===== src/rtl/lat_pkg.sv =====
package lat_pkg;

  // access kind encoding on acc_type
  typedef enum logic [1:0] {
    ACC_CODE    = 2'd0,
    ACC_DATA    = 2'd1,
    ACC_DMA     = 2'd2,
    ACC_DMA_ALT = 2'd3
  } acc_e;

  // region chosen for pricing
  typedef enum logic [1:0] {
    PATH_TCM   = 2'd0,
    PATH_CACHE = 2'd1,
    PATH_BUS   = 2'd2
  } path_e;

  // cycles of one beat on the wide bus
  function automatic int unsigned wide_unit(input logic cpu5);
    return cpu5 ? 32'd2 : 32'd1;
  endfunction

  // cycles of one access on the narrow bus, doubled for words
  function automatic int unsigned narrow_unit(input logic cpu5, input logic [1:0] sz);
    return wide_unit(cpu5) * ((sz >= 2'd2) ? 32'd2 : 32'd1);
  endfunction

  // bits of the low address byte lane kept after size alignment
  function automatic logic [1:0] lane_keep(input logic [1:0] sz);
    case (sz)
      2'd0:    return 2'b11;
      2'd1:    return 2'b10;
      default: return 2'b00;
    endcase
  endfunction

  function automatic int unsigned larger(input int unsigned a, input int unsigned b);
    return (a > b) ? a : b;
  endfunction

endpackage


===== src/rtl/lat_region_dec.sv =====
module lat_region_dec
  import lat_pkg::*;
#(
  parameter int AW = 32,
  parameter logic [AW-1:0] ITCM_LIMIT  = 32'h0200_0000,
  parameter logic [AW-1:0] CACHE_MASK  = 32'h0F00_0000,
  parameter logic [AW-1:0] CACHE_MATCH = 32'h0200_0000
) (
  input  logic [AW-1:0] addr,
  input  logic [1:0]    size,
  input  logic [1:0]    acc_type,
  input  logic          cpu5,
  output path_e         path,
  output logic          in_itcm,
  output logic          in_cache
);

  logic [AW-1:0] addr_al;
  logic          is_code;
  logic          is_dma;

  assign addr_al = {addr[AW-1:2], addr[1:0] & lane_keep(size)};
  assign is_code = (acc_type == ACC_CODE);
  assign is_dma  = acc_type[1];

  assign in_itcm  = cpu5 && is_code && (addr_al < ITCM_LIMIT);
  assign in_cache = cpu5 && !is_dma && !in_itcm &&
                    ((addr_al & CACHE_MASK) == CACHE_MATCH);

  always_comb begin
    if (in_itcm)       path = PATH_TCM;
    else if (in_cache) path = PATH_CACHE;
    else               path = PATH_BUS;
  end

endmodule


===== src/rtl/lat_cost_calc.sv =====
module lat_cost_calc
  import lat_pkg::*;
#(
  parameter int CW             = 8,
  parameter int FILL_BEATS     = 8,
  parameter int MISS_RD_MULT   = 5,
  parameter int MISS_WR_MULT   = 2,
  parameter int NS_PEN_DEEP    = 6,
  parameter int NS_PEN_SHALLOW = 1
) (
  input  logic          clk,
  input  logic          rst_n,
  input  path_e         path,
  input  logic          cpu5,
  input  logic [1:0]    size,
  input  logic          is_write,
  input  logic          seq,
  input  logic          is_data,
  input  logic          hit,
  output logic [CW-1:0] cost,
  output logic          line_fill,
  output logic          ns_penalty
);

  int unsigned u_wide;
  int unsigned u_narrow;
  int unsigned miss_base;
  int unsigned raw;

  assign line_fill  = (path == PATH_CACHE) && !hit && !is_write;
  assign ns_penalty = (path == PATH_BUS) && !seq;

  always_comb begin
    u_wide   = wide_unit(cpu5);
    u_narrow = narrow_unit(cpu5, size);
    if (seq && is_data)  miss_base = u_narrow;
    else if (!is_write)  miss_base = u_narrow * MISS_RD_MULT;
    else                 miss_base = u_narrow * MISS_WR_MULT;
    case (path)
      PATH_TCM:   raw = 32'd1;
      PATH_CACHE: begin
        if (hit) raw = 32'd1;
        else     raw = miss_base + (line_fill ? FILL_BEATS * 2 * u_wide : 32'd0);
      end
      default: begin
        raw = u_narrow;
        if (ns_penalty) raw = raw + (cpu5 ? NS_PEN_DEEP : NS_PEN_SHALLOW);
      end
    endcase
    cost = CW'(raw);
  end

  // a cached hit is priced as a single cycle
  a_r4_hit_single: assert property (@(posedge clk) disable iff (!rst_n)
    (path == PATH_CACHE && hit) |-> (cost == CW'(1)));

  // a line fill always costs more than the fill beats alone
  a_r6_fill_floor: assert property (@(posedge clk) disable iff (!rst_n)
    line_fill |-> (32'(cost) > 32'(FILL_BEATS * 2)));

  // a non-sequential bus access exceeds the narrow unit
  a_r7_penalty_added: assert property (@(posedge clk) disable iff (!rst_n)
    ns_penalty |-> (32'(cost) > narrow_unit(cpu5, size)));

  // a sequential bus access is never cheaper than one cycle
  a_r7_bus_floor: assert property (@(posedge clk) disable iff (!rst_n)
    (path == PATH_BUS) |-> (cost != '0));

endmodule


===== src/rtl/lat_stage_comb.sv =====
module lat_stage_comb
  import lat_pkg::*;
#(
  parameter int CW = 8,
  localparam int XW = CW + 1
) (
  input  logic          clk,
  input  logic          rst_n,
  input  logic          cpu5,
  input  logic          timing_en,
  input  logic [CW-1:0] mem_cyc,
  input  logic [CW-1:0] alu_cyc,
  input  logic [CW-1:0] fetch_cyc,
  output logic [XW-1:0] exec_cyc,
  output logic [XW-1:0] total_cyc
);

  always_comb begin
    if (cpu5) exec_cyc = XW'(larger(32'(alu_cyc), 32'(mem_cyc)));
    else      exec_cyc = XW'(alu_cyc) + XW'(mem_cyc);
    if (timing_en) total_cyc = XW'(larger(32'(exec_cyc), 32'(fetch_cyc)));
    else           total_cyc = exec_cyc;
  end

  // the execute figure covers both of its stages
  a_r8_exec_covers: assert property (@(posedge clk) disable iff (!rst_n)
    (exec_cyc >= XW'(alu_cyc)) && (exec_cyc >= XW'(mem_cyc)));

  // with overlap the figure equals one of the two stages
  a_r8_overlap_pick: assert property (@(posedge clk) disable iff (!rst_n)
    cpu5 |-> ((exec_cyc == XW'(alu_cyc)) || (exec_cyc == XW'(mem_cyc))));

  // disabled modelling leaves the execute figure untouched
  a_r9_fetch_off: assert property (@(posedge clk) disable iff (!rst_n)
    !timing_en |-> (total_cyc == exec_cyc));

  // the total never falls below the execute figure
  a_r9_total_floor: assert property (@(posedge clk) disable iff (!rst_n)
    total_cyc >= exec_cyc);

endmodule


===== src/rtl/mem_lat_est.sv =====
module mem_lat_est
  import lat_pkg::*;
#(
  parameter int AW             = 32,
  parameter int CW             = 8,
  parameter int FILL_BEATS     = 8,
  parameter int MISS_RD_MULT   = 5,
  parameter int MISS_WR_MULT   = 2,
  parameter int NS_PEN_DEEP    = 6,
  parameter int NS_PEN_SHALLOW = 1,
  parameter logic [AW-1:0] ITCM_LIMIT  = 32'h0200_0000,
  parameter logic [AW-1:0] CACHE_MASK  = 32'h0F00_0000,
  parameter logic [AW-1:0] CACHE_MATCH = 32'h0200_0000,
  localparam int XW = CW + 1
) (
  input  logic          clk,
  input  logic          rst_n,
  input  logic          req_valid,
  input  logic [AW-1:0] addr,
  input  logic [1:0]    size,
  input  logic          is_write,
  input  logic          seq,
  input  logic [1:0]    acc_type,
  input  logic          cpu_sel,
  input  logic          hit,
  input  logic          timing_en,
  input  logic [CW-1:0] alu_cyc,
  input  logic [CW-1:0] fetch_cyc,
  output logic          resp_valid,
  output logic [CW-1:0] cycles,
  output logic [XW-1:0] exec_cycles,
  output logic [XW-1:0] total_cycles
);

  path_e         path_w;
  logic          itcm_w;
  logic          cache_w;
  logic          fill_w;
  logic          ns_pen_w;
  logic [CW-1:0] cost_w;
  logic [XW-1:0] exec_w;
  logic [XW-1:0] total_w;

  lat_region_dec #(
    .AW(AW), .ITCM_LIMIT(ITCM_LIMIT),
    .CACHE_MASK(CACHE_MASK), .CACHE_MATCH(CACHE_MATCH)
  ) u_region (
    .addr(addr), .size(size), .acc_type(acc_type), .cpu5(cpu_sel),
    .path(path_w), .in_itcm(itcm_w), .in_cache(cache_w)
  );

  lat_cost_calc #(
    .CW(CW), .FILL_BEATS(FILL_BEATS), .MISS_RD_MULT(MISS_RD_MULT),
    .MISS_WR_MULT(MISS_WR_MULT), .NS_PEN_DEEP(NS_PEN_DEEP),
    .NS_PEN_SHALLOW(NS_PEN_SHALLOW)
  ) u_cost (
    .clk(clk), .rst_n(rst_n), .path(path_w), .cpu5(cpu_sel), .size(size),
    .is_write(is_write), .seq(seq), .is_data(acc_type == ACC_DATA), .hit(hit),
    .cost(cost_w), .line_fill(fill_w), .ns_penalty(ns_pen_w)
  );

  lat_stage_comb #(.CW(CW)) u_stage (
    .clk(clk), .rst_n(rst_n), .cpu5(cpu_sel), .timing_en(timing_en),
    .mem_cyc(cost_w), .alu_cyc(alu_cyc), .fetch_cyc(fetch_cyc),
    .exec_cyc(exec_w), .total_cyc(total_w)
  );

  always_ff @(posedge clk) begin
    if (!rst_n) begin
      resp_valid   <= 1'b0;
      cycles       <= '0;
      exec_cycles  <= '0;
      total_cycles <= '0;
    end else begin
      resp_valid <= req_valid;
      if (req_valid) begin
        cycles       <= cost_w;
        exec_cycles  <= exec_w;
        total_cycles <= total_w;
      end
    end
  end

  // a response follows every request one cycle later
  a_r1_resp_follows: assert property (@(posedge clk) disable iff (!rst_n)
    req_valid |=> resp_valid);

  // no response appears without a request
  a_r1_no_spurious: assert property (@(posedge clk) disable iff (!rst_n)
    !req_valid |=> !resp_valid);

  // results hold across idle cycles
  a_r1_hold: assert property (@(posedge clk) disable iff (!rst_n)
    !req_valid |=> ($stable(cycles) && $stable(exec_cycles) && $stable(total_cycles)));

  // tightly coupled fetches come back at one cycle
  a_r3_itcm_single: assert property (@(posedge clk) disable iff (!rst_n)
    (req_valid && itcm_w) |=> (cycles == CW'(1)));

  // the two windows never claim the same access
  a_r4_region_excl: assert property (@(posedge clk) disable iff (!rst_n)
    !(itcm_w && cache_w));

  // the surcharged read miss is the dearest cached outcome
  a_r6_fill_result: assert property (@(posedge clk) disable iff (!rst_n)
    (req_valid && fill_w) |=> (32'(cycles) >= 32'(FILL_BEATS * 2 + 1)));

  // a sequential bus access is exactly one narrow unit
  a_r2_bus_seq_unit: assert property (@(posedge clk) disable iff (!rst_n)
    (req_valid && path_w == PATH_BUS && !ns_pen_w) |=>
      (32'(cycles) == narrow_unit($past(cpu_sel), $past(size))));

endmodule


===== config.mk =====
export PLATFORM = sky130hd
export DESIGN_NAME = mem_lat_est
export DESIGN_NICKNAME = d
export VERILOG_FILES = /design/src/rtl/lat_pkg.sv /design/src/rtl/lat_region_dec.sv /design/src/rtl/lat_cost_calc.sv /design/src/rtl/lat_stage_comb.sv /design/src/rtl/mem_lat_est.sv
export SDC_FILE = /design/constraint.sdc
export NUM_CORES = 1
export LEC_CHECK = 0
export BUFFER_PORTS_ARGS = -buffer_cell sky130_fd_sc_hd__buf_2
export CAP_MARGIN = 25
export CORE_MARGIN = 4
export CORE_UTILIZATION = 51
export DETAILED_ROUTE_END_ITERATION = 10
export PLACE_DENSITY = 0.89
export SYNTH_ARGS = -nofsm -noshare
export SYNTH_HDL_FRONTEND = slang
export SYNTH_SLANG_ARGS = --single-unit

===== constraint.sdc =====
create_clock -name clk -period 7.5 [get_ports clk]
set_clock_uncertainty 0.1 [all_clocks]
set_input_delay 0.375 -clock clk [delete_from_list [all_inputs] [get_ports clk]]
set_output_delay 0.375 -clock clk [all_outputs]
set_load 0.005 [all_outputs]

# Yosys cells after proc, flatten, opt, wreduce, memory -nomap -nowiden
# Cells that the tools add are included.
# W data, S select, Z words.
[totals] reg_bits=27 inputBits=60 out_inout_bits=27
[classes] n_addsub=3 mul=2 magnitude_cmp=4 n_eq_ne=5 muxes=16 n_bitwise=1 reduce_logical=17
[ops] operator="$mux W8" n=6
[ops] operator="$lt A32 B26 Y1 const B" n=1
[ops] operator="$mul A32 B3 Y8 const B" n=1
[ops] operator="$mux W9" n=3
[ops] operator="$add A8 B8 Y8" n=2
[ops] operator="$pmux W8 S2" n=1
[ops] operator="$add A8 B8 Y9" n=1
[ops] operator="$gt A9 B8 Y1" n=1
[ops] operator="$logic_and A1 B1 Y1" n=9
[ops] operator="$gt A8 B8 Y1" n=1
[ops] operator="$mux W2" n=4
[ops] operator="$eq A2 B1 Y1 const B" n=3
[ops] operator="$logic_not A2 Y1" n=3
[ops] operator="$logic_not A1 Y1" n=5
[ops] operator="$eq A4 B2 Y1 const B" n=1
[ops] operator="$mul A2 B2 Y4" n=1
[ops] operator="$pmux W2 S2" n=1
[ops] operator="$mux W3" n=1
[ops] operator="$and A2 B2 Y2" n=1
[ops] operator="$eq A2 B2 Y1 const B" n=1
[ops] operator="$ge A2 B2 Y1 const B" n=1

# Longest topological paths before layout
[depth] ltp_word=23 mapped_depth=27 ltp_nobuf=25

# Modules after synthesis
# From an unflattened synthesis, not the netlist that was laid out.
[unflattened] cells_unflattened=314 area_unflattened_um2=2682.6
[by_module_without_submodules] module="lat_stage_comb" n_inst=1 cells_each=157 area_each_um2=1143.6
[by_module_without_submodules] module="mem_lat_est" n_inst=1 cells_each=86 area_each_um2=1034.7
[by_module_without_submodules] module="lat_cost_calc" n_inst=1 cells_each=62 area_each_um2=451.7
[by_module_without_submodules] module="lat_region_dec" n_inst=1 cells_each=9 area_each_um2=52.6

# Worst setup path after synthesis
# Ideal clock, no wire load.
[synth_path] kind="input to register" startpoint="in cpu_sel" endpoint="reg total_cycles[4]" setup_ns=0.116 t_arrival_ns=5.529 setup_slack_ns=1.754 cell_stages=25 path_buffers=2 path_cell_list="inv_1 buf_1 ha_1 nand3_1 o21ai_0 nand2_1 fa_1 or3_1 mux2i_2 inv_1 ha_1 and4b_1 nand4b_1 o2bb2ai_1 buf_2 a31o_2 a21oi_1 inv_1 ha_1 o21a_1 o31ai_1 a311oi_1 a211oi_2 or3_1 o211a_1"
[synth_between] elab_chain_cells=20
[synth_rtl] element="start, declared" line="mem_lat_est.sv:24" rtl="input logic cpu_sel,"
[synth_rtl] element="parallel branches: the longest is 13 deep, another holds $mul A32 B3 Y8"
[synth_rtl] element="$pmux W8 S2 *" line="lat_cost_calc.sv:39" rtl="case (path)"
[synth_rtl] element="net cost_w[6]" line="mem_lat_est.sv:40" rtl="logic [CW-1:0] cost_w;"
[synth_rtl] element="$gt A8 B8 Y1 *" line="lat_pkg.sv:38" rtl="return (a > b) ? a : b;"
[synth_rtl] element="$mux W8 *" line="lat_pkg.sv:38"
[synth_rtl] element="$mux W9 *" line="lat_stage_comb.sv:19" rtl="if (cpu5) exec_cyc = XW'(larger(32'(alu_cyc), 32'(mem_cyc)));"
[synth_rtl] element="net exec_w[3]" line="mem_lat_est.sv:41" rtl="logic [XW-1:0] exec_w;"
[synth_rtl] element="$gt A9 B8 Y1 *" line="lat_pkg.sv:38"
[synth_rtl] element="$mux W9 *" line="lat_pkg.sv:38"
[synth_rtl] element="$mux W9 *" line="lat_stage_comb.sv:21" rtl="if (timing_en) total_cyc = XW'(larger(32'(exec_cyc), 32'(fetch_cyc)));"
[synth_rtl] element="end signal, assigned" line="mem_lat_est.sv:79" rtl="total_cycles <= total_w;"
[synth_rtl] element="end, declared" line="mem_lat_est.sv:32" rtl="output logic [XW-1:0] total_cycles"
# Mark *: on every way through the listed nets, which the timed path passes.
# A chain may end at the register's enable or synchronous reset.

# Worst setup path after layout
[layout_path] startpoint="in cpu_sel" endpoint="reg total_cycles[3]"
[layout_between] elab_chain_cells=20
[layout_rtl] element="parallel branches: the longest is 13 deep, another holds $mul A32 B3 Y8"
[layout_rtl] element="$pmux W8 S2 *" line="lat_cost_calc.sv:39"
[layout_rtl] element="net cost_w[6]" line="mem_lat_est.sv:40"
[layout_rtl] element="$gt A8 B8 Y1" line="lat_pkg.sv:38"
[layout_rtl] element="$mux W8" line="lat_pkg.sv:38"
[layout_rtl] element="$mux W9 *" line="lat_stage_comb.sv:19"
[layout_rtl] element="net exec_w[6]" line="mem_lat_est.sv:41"
[layout_rtl] element="$gt A9 B8 Y1 *" line="lat_pkg.sv:38"
[layout_rtl] element="$mux W9 *" line="lat_pkg.sv:38"
[layout_rtl] element="$mux W9 *" line="lat_stage_comb.sv:21"
# Marks and branches as above.

==> results.toml <==
[pwr]
finalPower_mw = 0.391
p_int_mw = 0.254
switchingPower_mw = 0.137
comb_power_share = 0.374
seq_power_share = 0.407
powerDensity_nw_per_um2 = 134
leakage_nw = 1.44
sw_frac_of_total = 0.351
ir_drop_mv = 0.0843
p_clk_frac = 0.219

[synth]
netlist_area_um2 = 2510
async_reset_ff_frac = 0
syn_area_per_cell_um2 = 7.89
synth-edff-count = 0
synth.yosys.seq_area_share = 0.215
syn_nets = 413
synthFlopType = "dfxtp_1"
netlist_top_cells_area = "dfxtp_1, ha_1, inv_1, nor2_1, mux2i_1"
netlist-cell-type-count = 63
yosys.area.top_type = "dfxtp_1"
synth_top_area_frac = 0.215
ys_seq_elements = 27
syn_inst = 318
ys.warnings.count = 0

[placement]
post-dp-hpwl_mm = 5.04
gp_congestion = 0.906
io_buffers = 61

[clock_network]
tritoncts = "yes"
clockBufferDepth = 2
numCtsBuffers = 3
cts_hold_buf = 0
htree_levels = 1
root_buffer = "clkbuf_8"
cts_resized = 0
cts.sink_count = 27
cts_setup_buffers = 0
clk_pin_slew_ps = 100
clock_latency_ps = 270

[timing]
tns_ps = 0
setup_viol = 0
finalHoldViolations = 0
tightest_slew_ps = 575
final_max_slew_viol_count = 0
timing.final.crit_share = 0.847
clock.fmax_mhz = 157
relSlewSlack = 0.617
rsz0062_at_grt = "false"
fin_crit_ps = 6350

[routing]
ant_nets = 0
finalWirelength_mm = 6.48
drt_iter0_markers = 233
wl_per_cell_um = 14.8
dr.pass1.iters = 5
vias = 2528
drcViolationCount = 0
via_per_inst = 5.77

[global_routing]
grt_max_degree = 34
grt_usage = 0.217
antenna_found_initial = 0
grt_pass1_vias = 2418
overflow = 0
grt_pass1_wl_mm = 11.0

[run_status]
run_status = "finished, final reports clean"

[finish]
drive_gt1_frac = 0.218
fill_cells = 459
nets = 467
antennaDiodeCount = 0
area_delta_synth_final_pct = 16.1

[worst_setup_path]
cp.arrival_ps = 6400
worstPathMaxFanout = 18
crit_path_start_kind = "primary input"
critPathRequiredTime_ps = 7550
endpoint_kind = "register"
critPathKind = "primary input to register"

[floorplanning]
die_area_um2 = 6110
rows = 25
die_y_um = 78.2
die_w_um = 78.2
coreArea_um2 = 4750
start_util = 0.528
io_pins = 87

[hold_path]
hold_path_class = "primary input to register"

[job]
maxCapViolations = 0
==> Yosys cell counts (3+ instances only) <==
master and instances:
a211oi_1 9, a21oi_1 18, a31oi_1 5, a32oi_1 4, and3_1 5, buf_2 3
clkbuf_1 12, dfxtp_1 27, ha_1 33, inv_1 36, mux2i_1 10, nand2_1 14
nand3_1 14, nand4_1 3, nor2_1 32, nor2b_1 4, nor3_1 4, o21ai_0 16
o21ai_1 3, o21bai_1 3, o221ai_1 3, o31ai_1 3, xor2_1 4
==> layout by cell type (no fill, tap or decap), types with 3 or more instances in the layout <==
master,synthesis,layout
buf_2,3,61
inv_1,36,36
ha_1,33,33
nor2_1,32,32
dfxtp_1,27,27
a21oi_1,18,18
o21ai_0,16,16
nand3_1,14,14
nand2_1,14,14
mux2i_1,10,10
a211oi_1,9,9
and3_1,5,5
a31oi_1,5,5
xor2_1,4,4
nor3_1,4,4
nor2b_1,4,4
a32oi_1,4,4
buf_4,0,4
o21bai_1,3,3
o31ai_1,3,3
nand4_1,3,3
o21ai_1,3,3
o221ai_1,3,3
clkbuf_8,0,3
==> final timing paths <==
path         slack (ps)              end  depth (start not counted)      startpoint
max                1150  total_cycles[3]                         24         cpu_sel
min                 310  total_cycles[7]                          3    fetch_cyc[7]
max reg2reg        6590   exec_cycles[0]                          3  exec_cycles[0]
min reg2reg         360   exec_cycles[6]                          2  exec_cycles[6]
==> state kept, by name, indices dropped and copies added (netlist names) <==
name          count
total_cycles      9
resp_valid        1
cycles            8
exec_cycles       9
==> area by class of cell <==
cell class                 count  area [µm²]  area share
tap                           67        83.8      0.0288
inverter                      37         139      0.0477
timing repair buffer          65         335       0.115
clock buffer                   3        41.3      0.0142
clock inverter                 1        7.51     0.00258
sequential                    27         541       0.185
multi-input combinational    238        1770       0.606
==> per-stage QoR <==
step / utilization / instances / setup WS [ps] / hold slack, ps / area (µm²)
CTS: 0.613 / 438 / 1200 / 313 / 2910
global route: 0.613 / 438 / 575 / 348 / 2910
floorplan: - / 318 / 1750 / 354 / 2510
detailed placement: 0.603 / 434 / 966 / 351 / 2870
global placement: 0.603 / 434 / 1060 / 347 / 2870
finish: 0.613 / 438 / 1150 / 311 / 2910
==> worst max-delay path, cell delays in order <==
cell and delay, ps:
buf_2 320, ha_1 370, nand3_1 280, o21ai_0 250
nand2_1 130, fa_1 410, or3_1 400, mux2i_2 140
buf_4 160, inv_1 50, ha_1 330, and4b_1 240
o41ai_1 80, o2bb2ai_1 480, mux2_1 370, mux2i_1 290
inv_1 90, ha_1 210, a211oi_1 370, o2bb2ai_1 190
a311oi_1 100, a211o_1 390, nand2_1 240, o221ai_1 140
==> power groups by stage <==
stage          Clock (mW)  Combinational, mW  Sequential (mW)
6_report           0.0854              0.146            0.159
4_1_cts            0.0861              0.145            0.159
3_3_place_gp            0              0.139            0.162
2_1_floorplan           0             0.0968            0.163
5_1_grt            0.0914              0.165            0.160
3_5_place_dp            0              0.144            0.162
==> per-layer routing <==
layer / routed length (µm) / vias up / GRT usage
li1: - / 1248 / -
met1: 2740 / 1193 / 0.276
met2: 3280 / 75 / 0.384
met3: 354 / 12 / 0.0356
met4: 99 / 0 / 0.0472
met5: 0 / - / 0
==> cell families after synthesis <==
group / synth area share
xor gates and xnor gates: 0.0209
and+or+nand+nor: 0.188
buffers and inverters: 0.0808
other: 0.00149
DFF: 0.215
muxes: 0.0588
AOI/OAI and AO/OA: 0.254
adders and majority gates: 0.180
Note: power is estimated with default switching activity, not from simulation.
